$ cat config.mk
export PLATFORM = sky130hd
export DESIGN_NAME = cmd_regwr_decoder
export DESIGN_NICKNAME = d
export VERILOG_FILES = /design/src/rtl/cmd_dec_pkg.sv /design/src/rtl/cmd_dec_idxmap.sv /design/src/rtl/cmd_dec_ctrl.sv /design/src/rtl/cmd_dec_path.sv /design/src/rtl/cmd_regwr_decoder.sv
export SDC_FILE = /design/constraint.sdc
export NUM_CORES = 1
export LEC_CHECK = 0
export ABC_AREA = 1
export CORE_MARGIN = 5
export CORE_UTILIZATION = 54
export CTS_CLUSTER_DIAMETER = 60
export DETAILED_ROUTE_END_ITERATION = 8
export PLACE_DENSITY_LB_ADDON = 0.08
export SLEW_MARGIN = 20
export SYNTH_ARGS = -nofsm -noshare
export SYNTH_HDL_FRONTEND = slang
export SYNTH_SLANG_ARGS = --single-unit
$ cat constraint.sdc
create_clock -name clk -period 5.15 [get_ports clk]
set_input_delay 1.03 -clock clk [delete_from_list [all_inputs] [get_ports clk]]
set_output_delay 1.03 -clock clk [all_outputs]
set_load 0.1 [all_outputs]
$ cat src/rtl/cmd_dec_pkg.sv
package cmd_dec_pkg;
  localparam int WORD_W  = 32;
  localparam int LANES   = 4;
  localparam int IDX_W   = WORD_W / LANES;
  localparam int LANE_W  = $clog2(LANES);
  localparam int POS_W   = $clog2(LANES + 1);
  localparam int ADDR_W  = 14;

  localparam logic [ADDR_W-1:0] LOW_BASE  = 14'h1C00;
  localparam logic [ADDR_W-1:0] HIGH_BASE = 14'h2C00;
  localparam logic [IDX_W-2:0]  PAD_IDX   = 7'h15;
  localparam logic [ADDR_W-1:0] EXEC_ADDR = 14'h1D00;

  // strobes from the sequencer to the datapath
  typedef struct packed {
    logic              capHdr;   // take the word as a header
    logic              loadData; // take the word as a payload
    logic              clrHdr;   // forget the captured header
    logic [LANE_W-1:0] lane;     // header byte that indexes this payload
  } ctrl_strobe_t;
endpackage

$ cat src/rtl/cmd_dec_idxmap.sv
module cmd_dec_idxmap #(
  parameter int IDX_W  = 8,
  parameter int ADDR_W = 14,
  parameter logic [ADDR_W-1:0] LOW_BASE  = 14'h1C00,
  parameter logic [ADDR_W-1:0] HIGH_BASE = 14'h2C00,
  parameter logic [IDX_W-2:0]  PAD_IDX   = 7'h15
) (
  input  logic [IDX_W-1:0]  idx,
  output logic [ADDR_W-1:0] addr,
  output logic              isPad
);
  localparam int OFS_W = IDX_W - 1 + 2;

  logic [OFS_W-1:0]  byteOfs;
  logic [ADDR_W-1:0] base;

  always_comb begin
    byteOfs = {idx[IDX_W-2:0], 2'b00};
    base    = idx[IDX_W-1] ? HIGH_BASE : LOW_BASE;
    addr    = base + ADDR_W'(byteOfs);
    // only the low window holds the filler register
    isPad   = !idx[IDX_W-1] && (idx[IDX_W-2:0] == PAD_IDX);
  end
endmodule

$ cat src/rtl/cmd_dec_ctrl.sv
module cmd_dec_ctrl
  import cmd_dec_pkg::*;
(
  input  logic         clk,
  input  logic         rst,
  input  logic         inValid,
  input  logic         inLast,
  input  logic         wrBusy,
  input  logic         wrReady,
  output logic         inReady,
  output ctrl_strobe_t strobe,
  output logic         truncErr
);
  localparam logic [POS_W-1:0] LAST_POS = POS_W'(LANES);

  logic [POS_W-1:0] pos;
  logic             accept;
  logic             atHeader;
  logic             atFinal;
  logic             early;

  always_comb begin
    inReady  = !(wrBusy && !wrReady);
    accept   = inValid && inReady;
    atHeader = (pos == '0);
    atFinal  = (pos == LAST_POS);
    early    = accept && inLast && !atFinal;

    strobe.capHdr   = accept && atHeader && !inLast;
    strobe.loadData = accept && !atHeader && (!inLast || atFinal);
    strobe.clrHdr   = early;
    strobe.lane     = LANE_W'(pos - POS_W'(1));
  end

  always_ff @(posedge clk) begin
    if (rst) begin
      pos      <= '0;
      truncErr <= 1'b0;
    end else begin
      if (accept) begin
        if (early || atFinal) pos <= '0;
        else                  pos <= pos + POS_W'(1);
      end
      if (early) truncErr <= 1'b1;
    end
  end
endmodule

$ cat src/rtl/cmd_dec_path.sv
module cmd_dec_path
  import cmd_dec_pkg::*;
#(
  parameter logic [ADDR_W-1:0] LOW_W  = LOW_BASE,
  parameter logic [ADDR_W-1:0] HIGH_W = HIGH_BASE,
  parameter logic [IDX_W-2:0]  PAD_I  = PAD_IDX,
  parameter logic [ADDR_W-1:0] EXEC_A = EXEC_ADDR
) (
  input  logic              clk,
  input  logic              rst,
  input  logic [WORD_W-1:0] inWord,
  input  ctrl_strobe_t      strobe,
  input  logic              wrReady,
  output logic              wrEn,
  output logic [ADDR_W-1:0] wrAddr,
  output logic [WORD_W-1:0] wrData,
  output logic              batchDone
);
  logic [WORD_W-1:0] hdrReg;
  logic [IDX_W-1:0]  hdrByte [LANES];
  logic [IDX_W-1:0]  curIdx;
  logic [ADDR_W-1:0] curAddr;
  logic              curPad;

  for (genvar g = 0; g < LANES; g++) begin : g_lane
    assign hdrByte[g] = hdrReg[g*IDX_W +: IDX_W];
  end

  assign curIdx = hdrByte[strobe.lane];

  cmd_dec_idxmap #(
    .IDX_W(IDX_W), .ADDR_W(ADDR_W),
    .LOW_BASE(LOW_W), .HIGH_BASE(HIGH_W), .PAD_IDX(PAD_I)
  ) u_map (
    .idx(curIdx), .addr(curAddr), .isPad(curPad)
  );

  always_ff @(posedge clk) begin
    if (rst) begin
      hdrReg    <= '0;
      wrEn      <= 1'b0;
      wrAddr    <= '0;
      wrData    <= '0;
      batchDone <= 1'b0;
    end else begin
      if (strobe.capHdr)      hdrReg <= inWord;
      else if (strobe.clrHdr) hdrReg <= '0;

      batchDone <= wrEn && wrReady && (wrAddr == EXEC_A);

      if (strobe.loadData && !curPad) begin
        wrEn   <= 1'b1;
        wrAddr <= curAddr;
        wrData <= inWord;
      end else if (wrReady) begin
        wrEn <= 1'b0;
      end
    end
  end
endmodule

$ cat src/rtl/cmd_regwr_decoder.sv
module cmd_regwr_decoder
  import cmd_dec_pkg::*;
(
  input  logic              clk,
  input  logic              rst,
  input  logic [WORD_W-1:0] inWord,
  input  logic              inValid,
  input  logic              inLast,
  output logic              inReady,
  output logic [ADDR_W-1:0] wrAddr,
  output logic [WORD_W-1:0] wrData,
  output logic              wrEn,
  input  logic              wrReady,
  output logic              batchDone,
  output logic              truncErr
);
  ctrl_strobe_t strobe;

  cmd_dec_ctrl u_ctrl (
    .clk(clk), .rst(rst), .inValid(inValid), .inLast(inLast),
    .wrBusy(wrEn), .wrReady(wrReady), .inReady(inReady),
    .strobe(strobe), .truncErr(truncErr)
  );

  cmd_dec_path u_path (
    .clk(clk), .rst(rst), .inWord(inWord), .strobe(strobe),
    .wrReady(wrReady), .wrEn(wrEn), .wrAddr(wrAddr), .wrData(wrData),
    .batchDone(batchDone)
  );
endmodule

* Yosys cells after proc, flatten, opt, wreduce, memory -nomap -nowiden *
Index checks and enable logic that the tools add are counted.

operators by class
  reductions and logical operators = 24
  magnitude comparators = 1
  multiply operators = 0
  equality and inequality tests = 3
  add/sub/neg operators = 3
  bitwise logic cells = 1
  multiplexer cells = 9
  shift operators = 0
  div/mod/pow operators = 0

operator list
  cell                    number
  $mux W32                2
  $bmux W8 S2             1
  $mux W8                 2
  $add A14 B9 Y14         1
  $eq A14 B13 Y1 const B  1
  $mux W14                1
  $logic_and A1 B1 Y1     12
  $eq A7 B5 Y1 const B    1
  $logic_not A1 Y1        7
  $reduce_bool A2 Y1      2
  $add A3 B1 Y3 const B   1
  $eq A3 B3 Y1 const B    1
  $ge A3 B3 Y1 const B    1
  $logic_not A3 Y1        1
  $mux W3                 1
  $not A2 Y3              1
  $logic_or A1 B1 Y1      2
  $mux W1                 2
  $sub A2 B1 Y2 const B   1

word-level totals
  register bits after elaboration = 84
  memory bits (writable) = 0
  input bits = 37
  memories = 0
  ROM bits = 0
  word-level logic and storage cells = 48
  bits in latches = 0

* Logic depth before layout (Yosys ltp) *
Gate-level depths: netlist (run 1).

  word-level depth = 10
  mapped depth = 15
  depth with buffers taken out = 11

* Cells and area by module *
A second synthesis (run 1) with hierarchy kept.

unflattened totals
  cell total of the unflattened synthesis = 490
  area, all modules = 3764.9 um2

by module, submodules not included
  module          instances  area each (um2)  cells an instance
  cmd_dec_path    1          3360.7           425
  cmd_dec_ctrl    1          261.5            40
  cmd_dec_idxmap  1          142.6            25

* Worst setup path after synthesis (run 1) *
No wires, ideal clock.

  path type = register to register
  start point = register u_path.wrEn
  end point = register u_path.hdrReg[18]
  path buffers = 2
  stages on the path, launching flop included = 9
  slack = 2.107 ns
  data required time = 5.076 ns
  arrival = 2.969 ns
  cell sequence = dfxtp_1 nand2_1 nand2_2 inv_1 buf_2 nand3_1 clkbuf_1 nand3_1 a21oi_1

between the ends
  word-level cells in the longest chain between the ends = 6

RTL lines
  element                                                line                                    RTL
  start, declared                                        cmd_dec_path.sv:14                      output logic wrEn,
  start signal, assigned                                 cmd_dec_path.sv:41                      wrEn <= 1'b0;
  start signal, assigned                                 cmd_dec_path.sv:52                      wrEn <= 1'b1;
  start signal, assigned                                 cmd_dec_path.sv:56                      wrEn <= 1'b0;
  $logic_and A1 B1 Y1 (*)                                cmd_dec_ctrl.sv:23                      inReady = !(wrBusy && !wrReady);
  $logic_not A1 Y1 (*)                                   cmd_dec_ctrl.sv:23
  named net inReady                                      cmd_regwr_decoder.sv:9                  output logic inReady,
  $logic_and A1 B1 Y1 (*)                                cmd_dec_ctrl.sv:24                      accept = inValid && inReady;
  $logic_and A1 B1 Y1 (on tied branches) (2 in a row)    cmd_dec_ctrl.sv:29, cmd_dec_ctrl.sv:27
  $mux W32 / $reduce_bool A2 Y1 (equally long branches)  -
  end signal, assigned                                   cmd_dec_path.sv:46                      if (strobe.capHdr) hdrReg <= inWord;
  end, declared                                          cmd_dec_path.sv:19                      logic [WORD_W-1:0] hdrReg;

The timed path passes the listed nets; every way through them passes the cells marked *.
A chain may end at the register's enable or synchronous reset.

* Final worst setup path (run 1) *
  start point = input wrReady
  end point = output inReady

between the ends
  word-level cells in the longest chain between the ends = 3

RTL lines
  element              line                     RTL
  start, declared      cmd_regwr_decoder.sv:13  input logic wrReady,
  $logic_not A1 Y1     cmd_dec_ctrl.sv:23
  $logic_and A1 B1 Y1  cmd_dec_ctrl.sv:23
  $logic_not A1 Y1     cmd_dec_ctrl.sv:23
  end, declared        cmd_regwr_decoder.sv:9

Every way passes these cells.

==> out/results.ini, run 1 <==
[floorplanning]
core.rowCount = 30
design.core.area_mm2 = 0.00683
die-area_mm2 = 0.00884
die_w_um = 94.0
pin_count = 87
initial_utilization = 0.558
fp.dieH_um = 94.0

[logic_synthesis]
yosysUniqueCellTypes = 30
ys_seq_area_frac = 0.420
yosys_warnings = 0
syn_avg_cell_area_um2 = 8.26
ys_ff_latch = 80
postSynthCellCount = 461
netlist_area_mm2 = 0.00381

[power_and_ir_drop]
p_total_w = 0.00155
p_per_area_mw_per_mm2 = 324
p_leak_nw = 1.62
ir_drop_mv = 0.182

[worst_setup_path]
cp_slowest_cell = clkdlybuf4s50_1
crit_top_cell = clkdlybuf4s50_1
worst_ep_arrival_time_ps = 2800
path_class = in2out
cp_max_fo = 3
worstSetupEndpointType = output port
crit_chain = clkdlybuf4s50_1 > inv_1 > nand2_1 > clkdlybuf4s50_1
cp.required_ps = 4120
worstSetupStartpointType = primary input
max_stage_delay_ps = 1150
timing.critical_path.buf_inv = 3
path_delay_family = buffers and inverters

[timing]
grt_setup_unrepaired = false
max_slew_margin = 0.277
hold_viol = 0
fin_skew_ps = 10.5
hold_slack_ps = 451
min_period_over_period = 0.743
tightest_slew_ps = 1080
fin_crit_ps = 3830
finalSetupViolCount = 0
slew_violations = 0
timing.setup.tns_ps = 0
max_freq_mhz = 261

[grt]
grt_pass1_vias = 3170
antenna_found_initial = 0
track_usage = 0.208
grt_max_degree = 77
grt_pass1_wl_mm = 15.0
overflow = 0

[routing]
avgRoutedWirePerCell_um = 14.2
ant_nets = 0
dr.pass1.iters = 4
num_vias = 3296
drc = 0
viasPerCell = 5.32
first_iter_violations = 278
routed_wl_mm = 8.80

[placement]
gp_congestion = 0.820
post-dp-hpwl_mm = 5.74
dp.cells = 604
io_buffers = 83

[layout]
final_layout_size_suffix_gt1_frac = 0.228
final-instance-count-excl-fill = 619
diodes = 0
post-route-util = 0.698
nets = 558
area_growth_pct = 25.2

[cts]
clk_pin_slew_ps = 70
cts_buffers = 9
clockBufferDepth = 2
ctsHoldBuffers = 0
root_buffer = clkbuf_8
htree_levels = 3
post_cts_buffers = 0
ctsResizeCount = 0
clock_sinks = 80
cts_tree = done
clk_latency_ps = 350

[run]
maxCapViolations = 0

[status]
outcome = finished, final reports clean

[worst_hold_path]
hold_class = reg2reg

==> worst min-delay path, stage by stage, from the launching register on <==
cell	delay, ps
dfxtp_1	310
inv_1	50
a21oi_1	50
==> layout by cell type (no fill, tap or decap), drive strengths merged <==
master	n
clkinv	1
nor3	2
clkdlybuf4s50	82
nor4b	1
a21oi	78
o211ai	1
xor2	1
ha	2
a211oi	1
clkbuf	9
nand4	1
dfxtp	80
buf	4
o21ai	1
bufinv	4
inv	27
clkinvlp	1
nor2	6
nand2	98
conb	3
nand3	120
==> power breakdown <==
part	internal [W]	switching (W)
combinational	0.0000876	0.000210
clock	0.000367	0.000222
sequential	0.000642	0.0000179
total	0.00110	0.000450
==> area by class of cell <==
class / instances / area, µm²
timing repair buffer: 86 / 851
clock buffer: 9 / 124
tap: 96 / 120
clock inverter: 6 / 133
inverter: 27 / 109
fill: 583 / 2060
sequential: 80 / 1600
multi-input combinational: 315 / 1830
==> registers in the layout, summed over array words and instances (netlist names) <==
| signal | flops |
|---|---|
| u_path.hdrReg | 32 |
| u_path.wrData | 32 |
| u_path.wrAddr | 10 |
| u_ctrl.pos | 3 |
| u_ctrl.truncErr | 1 |
| u_path.batchDone | 1 |
| u_path.wrEn | 1 |
==> cells in the mapped netlist (all sizes together) <==
cell type,n,area share
dfxtp,80,0.42
conb,1,0.00098
nor3,2,0.0026
nor2,6,0.0099
buf,21,0.056
nand4,1,0.0016
nor4b,1,0.0023
o21ai,1,0.0013
clkbuf,20,0.020
nand3,120,0.17
ha,2,0.0066
a211oi,1,0.0020
a21oi,78,0.14
inv,27,0.029
o211ai,1,0.0020
xor2,1,0.0023
nand2,98,0.13
==> path summary, 6_finish.rpt <==
kind                                                    from                             to  slack, ps  depth (start not counted)
worst min register to register  u_ctrl.truncErr$_SDFFE_PP0P_   u_ctrl.truncErr$_SDFFE_PP0P_        450                          2
worst max register to register    u_ctrl.pos[0]$_SDFFE_PP0P_  u_path.wrData[9]$_SDFFE_PP0P_       1930                         11
worst max-delay path                                 wrReady                        inReady       1320                          4
worst min-delay path            u_ctrl.truncErr$_SDFFE_PP0P_   u_ctrl.truncErr$_SDFFE_PP0P_        450                          2
==> metrics by stage <==
stage                     cell area [µm²]  setup WS, ps
after global placement               4510          1320
after detailed placement             4510          1320
final                                4770          1320
after global routing                 4770          1260
after CTS                            4770          1310
after floorplan                      3820          2110
==> layer usage <==
metal,GRT usage,vias to the layer above,share of wire
li1,-,1642,-
met1,0.285,1553,0.47
met2,0.331,90,0.47
met3,0.0296,11,0.049
met4,0.0758,0,0.011
met5,0,-,0
==> logic make-up (layout without fill, tap and decap cells) <==
kind of cell               count (synthesis)  after routing  synth area share
adders and majority gates                  2              2           0.00657
DFF                                       80             80             0.420
other                                      1              3          0.000984
and+or+nand+nor                          228            228             0.319
buffers and inverters                     68            128             0.104
xor gates and xnor gates                   1              1           0.00230
AOI/OAI and AO/OA                         81             81             0.147
Power figures use the tool's default switching activity.
==> run 2: changes to the inputs <==
Settings changed: CORE_UTILIZATION 54 to 45.
Clock period 5.15 ns to 3.24 ns, I/O delays scaled along.
==> out/results.ini, run 2 (synthesis gave the netlist of run 1 again) <==
[timing]
max_freq_mhz = 403
tightest_slew_ps = 634  ; was 1080 ps
timing.setup.tns_ps = 0  ; unchanged
finalSetupViolCount = 0  ; unchanged
fin_crit_ps = 2480
fin_skew_ps = 13.1  ; was 10.5 ps
hold_viol = 0  ; unchanged
slew_violations = 0  ; unchanged
max_slew_margin = 0.577  ; was 0.277
min_period_over_period = 0.766
grt_setup_unrepaired = false  ; unchanged

[grt]
antenna_found_initial = 0  ; unchanged
grt_pass1_vias = 3313  ; was 3170
track_usage = 0.181  ; was 0.208
grt_pass1_wl_mm = 15.3  ; was 15.0 mm
overflow = 0  ; unchanged
grt_max_degree = 45  ; was 77

[power_and_ir_drop]
clock_power_share = 0.379  ; was 0.381
ir_drop_mv = 0.246  ; was 0.182 mV
p_int_w = 0.00174  ; was 0.00110 W
p_seq_frac = 0.425  ; was 0.426
swShare = 0.292  ; was 0.291
combinationalPowerShare = 0.195  ; was 0.193
power.switching_w = 0.000718  ; was 0.000450 W
p_leak_nw = 1.76  ; was 1.62 nW
p_per_area_mw_per_mm2 = 519  ; was 324 mW/mm²

[floorplanning]
die-area_mm2 = 0.0104  ; was 0.00884 mm²
pin_count = 87  ; unchanged
design.core.area_mm2 = 0.00822  ; was 0.00683 mm²
initial_utilization = 0.464  ; was 0.558
core.rowCount = 33  ; was 30
fp.dieH_um = 102  ; was 94.0 µm
die_w_um = 102  ; was 94.0 µm

[cts]
clk_latency_ps = 340  ; was 350 ps
cts_buffers = 9  ; unchanged
ctsHoldBuffers = 0  ; unchanged
cts_tree = done  ; unchanged
root_buffer = clkbuf_8  ; unchanged
htree_levels = 3  ; unchanged
ctsResizeCount = 0  ; unchanged
clock_sinks = 80  ; unchanged
clk_pin_slew_ps = 80  ; was 70 ps
post_cts_buffers = 0  ; unchanged
clockBufferDepth = 2  ; unchanged

[layout]
final_layout_size_suffix_gt1_frac = 0.328  ; was 0.228
final_cell_mix = 110 x nand3_1, 80 x dfxtp_1, 60 x buf_4  ; was 109 x nand3_1, 82 x clkdlybuf4s50_1, 80 x dfxtp_1
reg.largest.list = u_path.hdrReg: 32 flops, u_path.wrData: 32 flops, u_path.wrAddr: 10 flops  ; unchanged
stdcell_area_mm2 = 0.00473  ; was 0.00477 mm²
area_growth_pct = 24.2  ; was 25.2%
final_common_cell = nand3_1  ; unchanged
diodes = 0  ; unchanged
nets = 567  ; was 558

[routing]
dr.pass1.iters = 4  ; unchanged
ant_nets = 0  ; unchanged
routed_wl_mm = 8.99  ; was 8.80 mm
drc = 0  ; unchanged
viasPerCell = 5.10  ; was 5.32
num_vias = 3253  ; was 3296
first_iter_violations = 90  ; was 278
avgRoutedWirePerCell_um = 14.1  ; was 14.2 µm

[placement]
placed_area_mm2 = 0.00447  ; was 0.00451 mm²
gp_congestion = 0.905  ; was 0.820
io_buffers = 83  ; unchanged
post-dp-hpwl_mm = 6.34  ; was 5.74 mm

[worst_setup_path]
worstSetupEndpointType = flop  ; was output port
worst_ep_arrival_time_ps = 2750  ; was 2800 ps
cp.required_ps = 3510  ; was 4120 ps
path_class = reg2reg  ; was in2out
worstSetupStartpointType = flop  ; was primary input
crit-reg2reg-launch = u_ctrl.pos[0]$_SDFFE_PP0P_  ; unchanged
cp_max_fo = 43  ; was 3
crit_start = u_ctrl.pos[0]$_SDFFE_PP0P_  ; was wrReady

[worst_hold_path]
min-delay-start = u_ctrl.truncErr$_SDFFE_PP0P_  ; unchanged
hold_class = reg2reg  ; unchanged

[status]
outcome = finished, final reports clean  ; unchanged

[run]
maxCapViolations = 0  ; unchanged

[run 2: per-stage QoR]
stage,hold WS [ps],worst slack [ps],instances,utilization,power [W]
final,457,758,638,0.576,0.00245
after global routing,486,547,638,0.576,0.00256
after CTS,461,734,638,0.576,0.00249
after detailed placement,448,534,622,0.544,0.00155
after global placement,441,593,622,0.544,0.00155
after floorplan,458,197,463,-,0.00143
[run 2: final cells by class]
type	count	area, µm²
inverters	27	109
multi-input cells	315	1830
clock buffers	12	165
fillers	803	3480
clock inverters	4	98.8
repair buffers	95	801
well taps	105	131
flip-flops and latches	80	1600
[run 2: path summary, 6_finish.rpt]
path                              endpoint  slack (ps)  cells past startpoint
max reg2reg  u_path.wrData[4]$_SDFFE_PP0P_         760                     11
min           u_ctrl.truncErr$_SDFFE_PP0P_         460                      2
max          u_path.wrData[4]$_SDFFE_PP0P_         760                     11
min reg2reg   u_ctrl.truncErr$_SDFFE_PP0P_         460                      2
[run 2: power by group through the flow]
stage	registers (W)	logic, W	clock network, W
after global placement	0.00107	0.000480	0
after floorplan	0.00119	0.000242	0
final	0.00104	0.000480	0.000931
after CTS	0.00104	0.000484	0.000965
after global routing	0.00105	0.000515	0.000994
after detailed placement	0.00107	0.000483	0
[run 2: critical path, cell delays in order (launching register included)]
cell,delay (ps)
dfxtp_1,440
inv_8,90
ha_1,460
inv_2,180
nand3_1,110
nand2_1,120
nand2_2,80
nor2_4,120
nand2_4,180
nand2_8,360
nand2_2,90
a21oi_2,130
[run 2: layer usage]
| metal | up-vias | track usage | wire, µm |
|---|---|---|---|
| met5 | - | 0 | 0 |
| met4 | 0 | 0.0585 | 114 |
| met3 | 10 | 0.0369 | 462 |
| met2 | 78 | 0.293 | 3980 |
| met1 | 1493 | 0.242 | 4440 |
| li1 | 1672 | - | - |
==> run 3: changes to the inputs <==
Clock period 3.24 ns to 2.05 ns, I/O delays scaled along.
==> out/results.ini, run 3 (synthesis gave the netlist of run 1 again) <==
[placement]
gp_congestion = 0.784  ; was 0.905
post-dp-hpwl_mm = 6.76  ; was 6.34 mm
io_buffers = 83  ; unchanged

[floorplanning]
initial_utilization = 0.464  ; unchanged
pin_count = 87  ; unchanged
die_w_um = 102  ; unchanged
design.core.area_mm2 = 0.00822  ; unchanged
core.rowCount = 33  ; unchanged
fp.dieH_um = 102  ; unchanged
die-area_mm2 = 0.0104  ; unchanged

[run]
maxCapViolations = 0  ; unchanged

[worst_setup_path]
worstSetupStartpointType = flop  ; unchanged
cp.required_ps = 2340  ; was 3510 ps
crit_start = u_ctrl.pos[0]$_SDFFE_PP0P_  ; unchanged
r2r-end = u_path.wrData[7]$_SDFFE_PP0P_  ; was u_path.wrData[4]$_SDFFE_PP0P_
worst_ep_arrival_time_ps = 2200  ; was 2750 ps
worstSetupEndpointType = flop  ; unchanged
crit-reg2reg-launch = u_ctrl.pos[0]$_SDFFE_PP0P_  ; unchanged
r2r_cells = 12  ; was 11
cp_max_fo = 24  ; was 43
r2r_slack_ps = 140  ; was 760 ps
path_class = reg2reg  ; unchanged
crit_end = u_path.wrData[7]$_SDFFE_PP0P_  ; was u_path.wrData[4]$_SDFFE_PP0P_

[timing]
hold_viol = 0  ; unchanged
fin_crit_ps = 1910  ; was 2480 ps
grt_setup_unrepaired = false  ; unchanged
finalSetupViolCount = 0  ; unchanged
fin_skew_ps = 9.17  ; was 13.1 ps
min_period_over_period = 0.933  ; was 0.766
slew_violations = 0  ; unchanged
max_freq_mhz = 523  ; was 403 MHz
timing.setup.tns_ps = 0  ; unchanged
hold_slack_ps = 301  ; was 457 ps

[layout]
reg.largest.list = u_path.hdrReg: 32 flops, u_path.wrData: 32 flops, u_path.wrAddr: 10 flops  ; unchanged
area_growth_pct = 28.0  ; was 24.2%
diodes = 0  ; unchanged
final_layout_size_suffix_gt1_frac = 0.346  ; was 0.328
fillers = 786  ; was 803
final_common_cell = nand3_1  ; unchanged
nets = 575  ; was 567
final_cell_mix = 110 x nand3_1, 78 x dfxtp_1, 62 x buf_4  ; was 110 x nand3_1, 80 x dfxtp_1, 60 x buf_4

[routing]
dr.pass1.iters = 4  ; unchanged
routed_wl_mm = 9.62  ; was 8.99 mm
avgRoutedWirePerCell_um = 14.9  ; was 14.1 µm
drc = 0  ; unchanged
ant_nets = 0  ; unchanged
num_vias = 3381  ; was 3253
viasPerCell = 5.23  ; was 5.10
first_iter_violations = 160  ; was 90

[cts]
clockBufferDepth = 2  ; unchanged
cts_tree = done  ; unchanged
ctsHoldBuffers = 0  ; unchanged
clk_pin_slew_ps = 80  ; about the same
clock_sinks = 80  ; unchanged
clk_latency_ps = 350  ; was 340 ps
post_cts_buffers = 0  ; unchanged
root_buffer = clkbuf_8  ; unchanged
ctsResizeCount = 0  ; unchanged
cts_buffers = 9  ; unchanged
htree_levels = 3  ; unchanged

[grt]
overflow = 0  ; unchanged
antenna_found_initial = 0  ; unchanged
track_usage = 0.192  ; was 0.181
grt_pass1_wl_mm = 16.0  ; was 15.3 mm
grt_max_degree = 53  ; was 45
grt_pass1_vias = 3339  ; was 3313

[power_and_ir_drop]
p_leak_nw = 1.83  ; was 1.76 nW
ir_drop_mv = 0.376  ; was 0.246 mV
p_total_w = 0.00381  ; was 0.00245 W
p_per_area_mw_per_mm2 = 781  ; was 519 mW/mm²

[status]
outcome = finished, final reports clean  ; unchanged

[worst_hold_path]
hold_class = in2reg  ; was reg2reg

[run 3: cell count changes in the layout (fill, tap and decap cells not counted), sizes merged]
cell / change
bufinv: -1
clkinv: -1
clkbuf: +2
buf: +8
[run 3: critical path, cell delays in order, from the launching register on]
cell and delay, ps:
dfxtp_2 390, inv_8 80, ha_4 290, inv_4 100
nand3_1 80, nand2_1 130, nand2_2 90, nor2_4 120
nand2_4 90, nand2_8 90, buf_16 180, nand2_2 70
a21oi_2 110
[run 3: worst min-delay path by stage]
stage                                  start                             end  slack (ps)  cells after the start
6_report                                 rst  u_path.wrData[30]$_SDFFE_PP0P_         300                      2
5_1_grt                                  rst  u_path.wrData[30]$_SDFFE_PP0P_         300                      2
4_1_cts                                  rst  u_path.wrData[30]$_SDFFE_PP0P_         290                      2
3_5_place_dp    u_ctrl.truncErr$_SDFFE_PP0P_    u_ctrl.truncErr$_SDFFE_PP0P_         450                      2
3_3_place_gp    u_ctrl.truncErr$_SDFFE_PP0P_    u_ctrl.truncErr$_SDFFE_PP0P_         440                      2
2_1_floorplan  u_path.hdrReg[0]$_SDFFE_PP0P_   u_path.hdrReg[0]$_SDFFE_PP0P_         460                      2
[run 3: area by class of cell]
cell class,instances,area [µm²],share of cell area
multi-input combinational,315,1850,0.380
sequential,80,1610,0.329
timing repair buffer,103,943,0.193
clock buffer,14,173,0.0354
tap,105,131,0.0269
inverter,27,111,0.0228
clock inverter,2,60.1,0.0123
[run 3: per-layer routing]
layer | vias up | part of all wire | track usage | wire length [µm]
met2 | 82 | 0.48 | 0.308 | 4580
li1 | 1682 | - | - | -
met5 | - | 0 | 0 | 0
met1 | 1605 | 0.45 | 0.255 | 4350
met4 | 0 | 0.018 | 0.0777 | 170
met3 | 12 | 0.053 | 0.0355 | 513
[run 3: through the flow]
step / worst slack [ps] / cells / instance area, µm² / utilization
global placement: 5.94 / 630 / 4630 / 0.564
global route: 35.4 / 646 / 4880 / 0.593
floorplan: 51.5 / 463 / 3850 / -
finish: 138 / 646 / 4880 / 0.593
detailed placement: -19.9 / 630 / 4630 / 0.564
CTS: 102 / 646 / 4860 / 0.592
[run 3: where the power goes]
| group | internal (W) | switching [W] | total [W] |
|---|---|---|---|
| sequential | 0.00161 | 0.0000385 | 0.00165 |
| combinational | 0.000252 | 0.000554 | 0.000806 |
| clock | 0.000788 | 0.000563 | 0.00135 |
| total | 0.00265 | 0.00116 | 0.00381 |
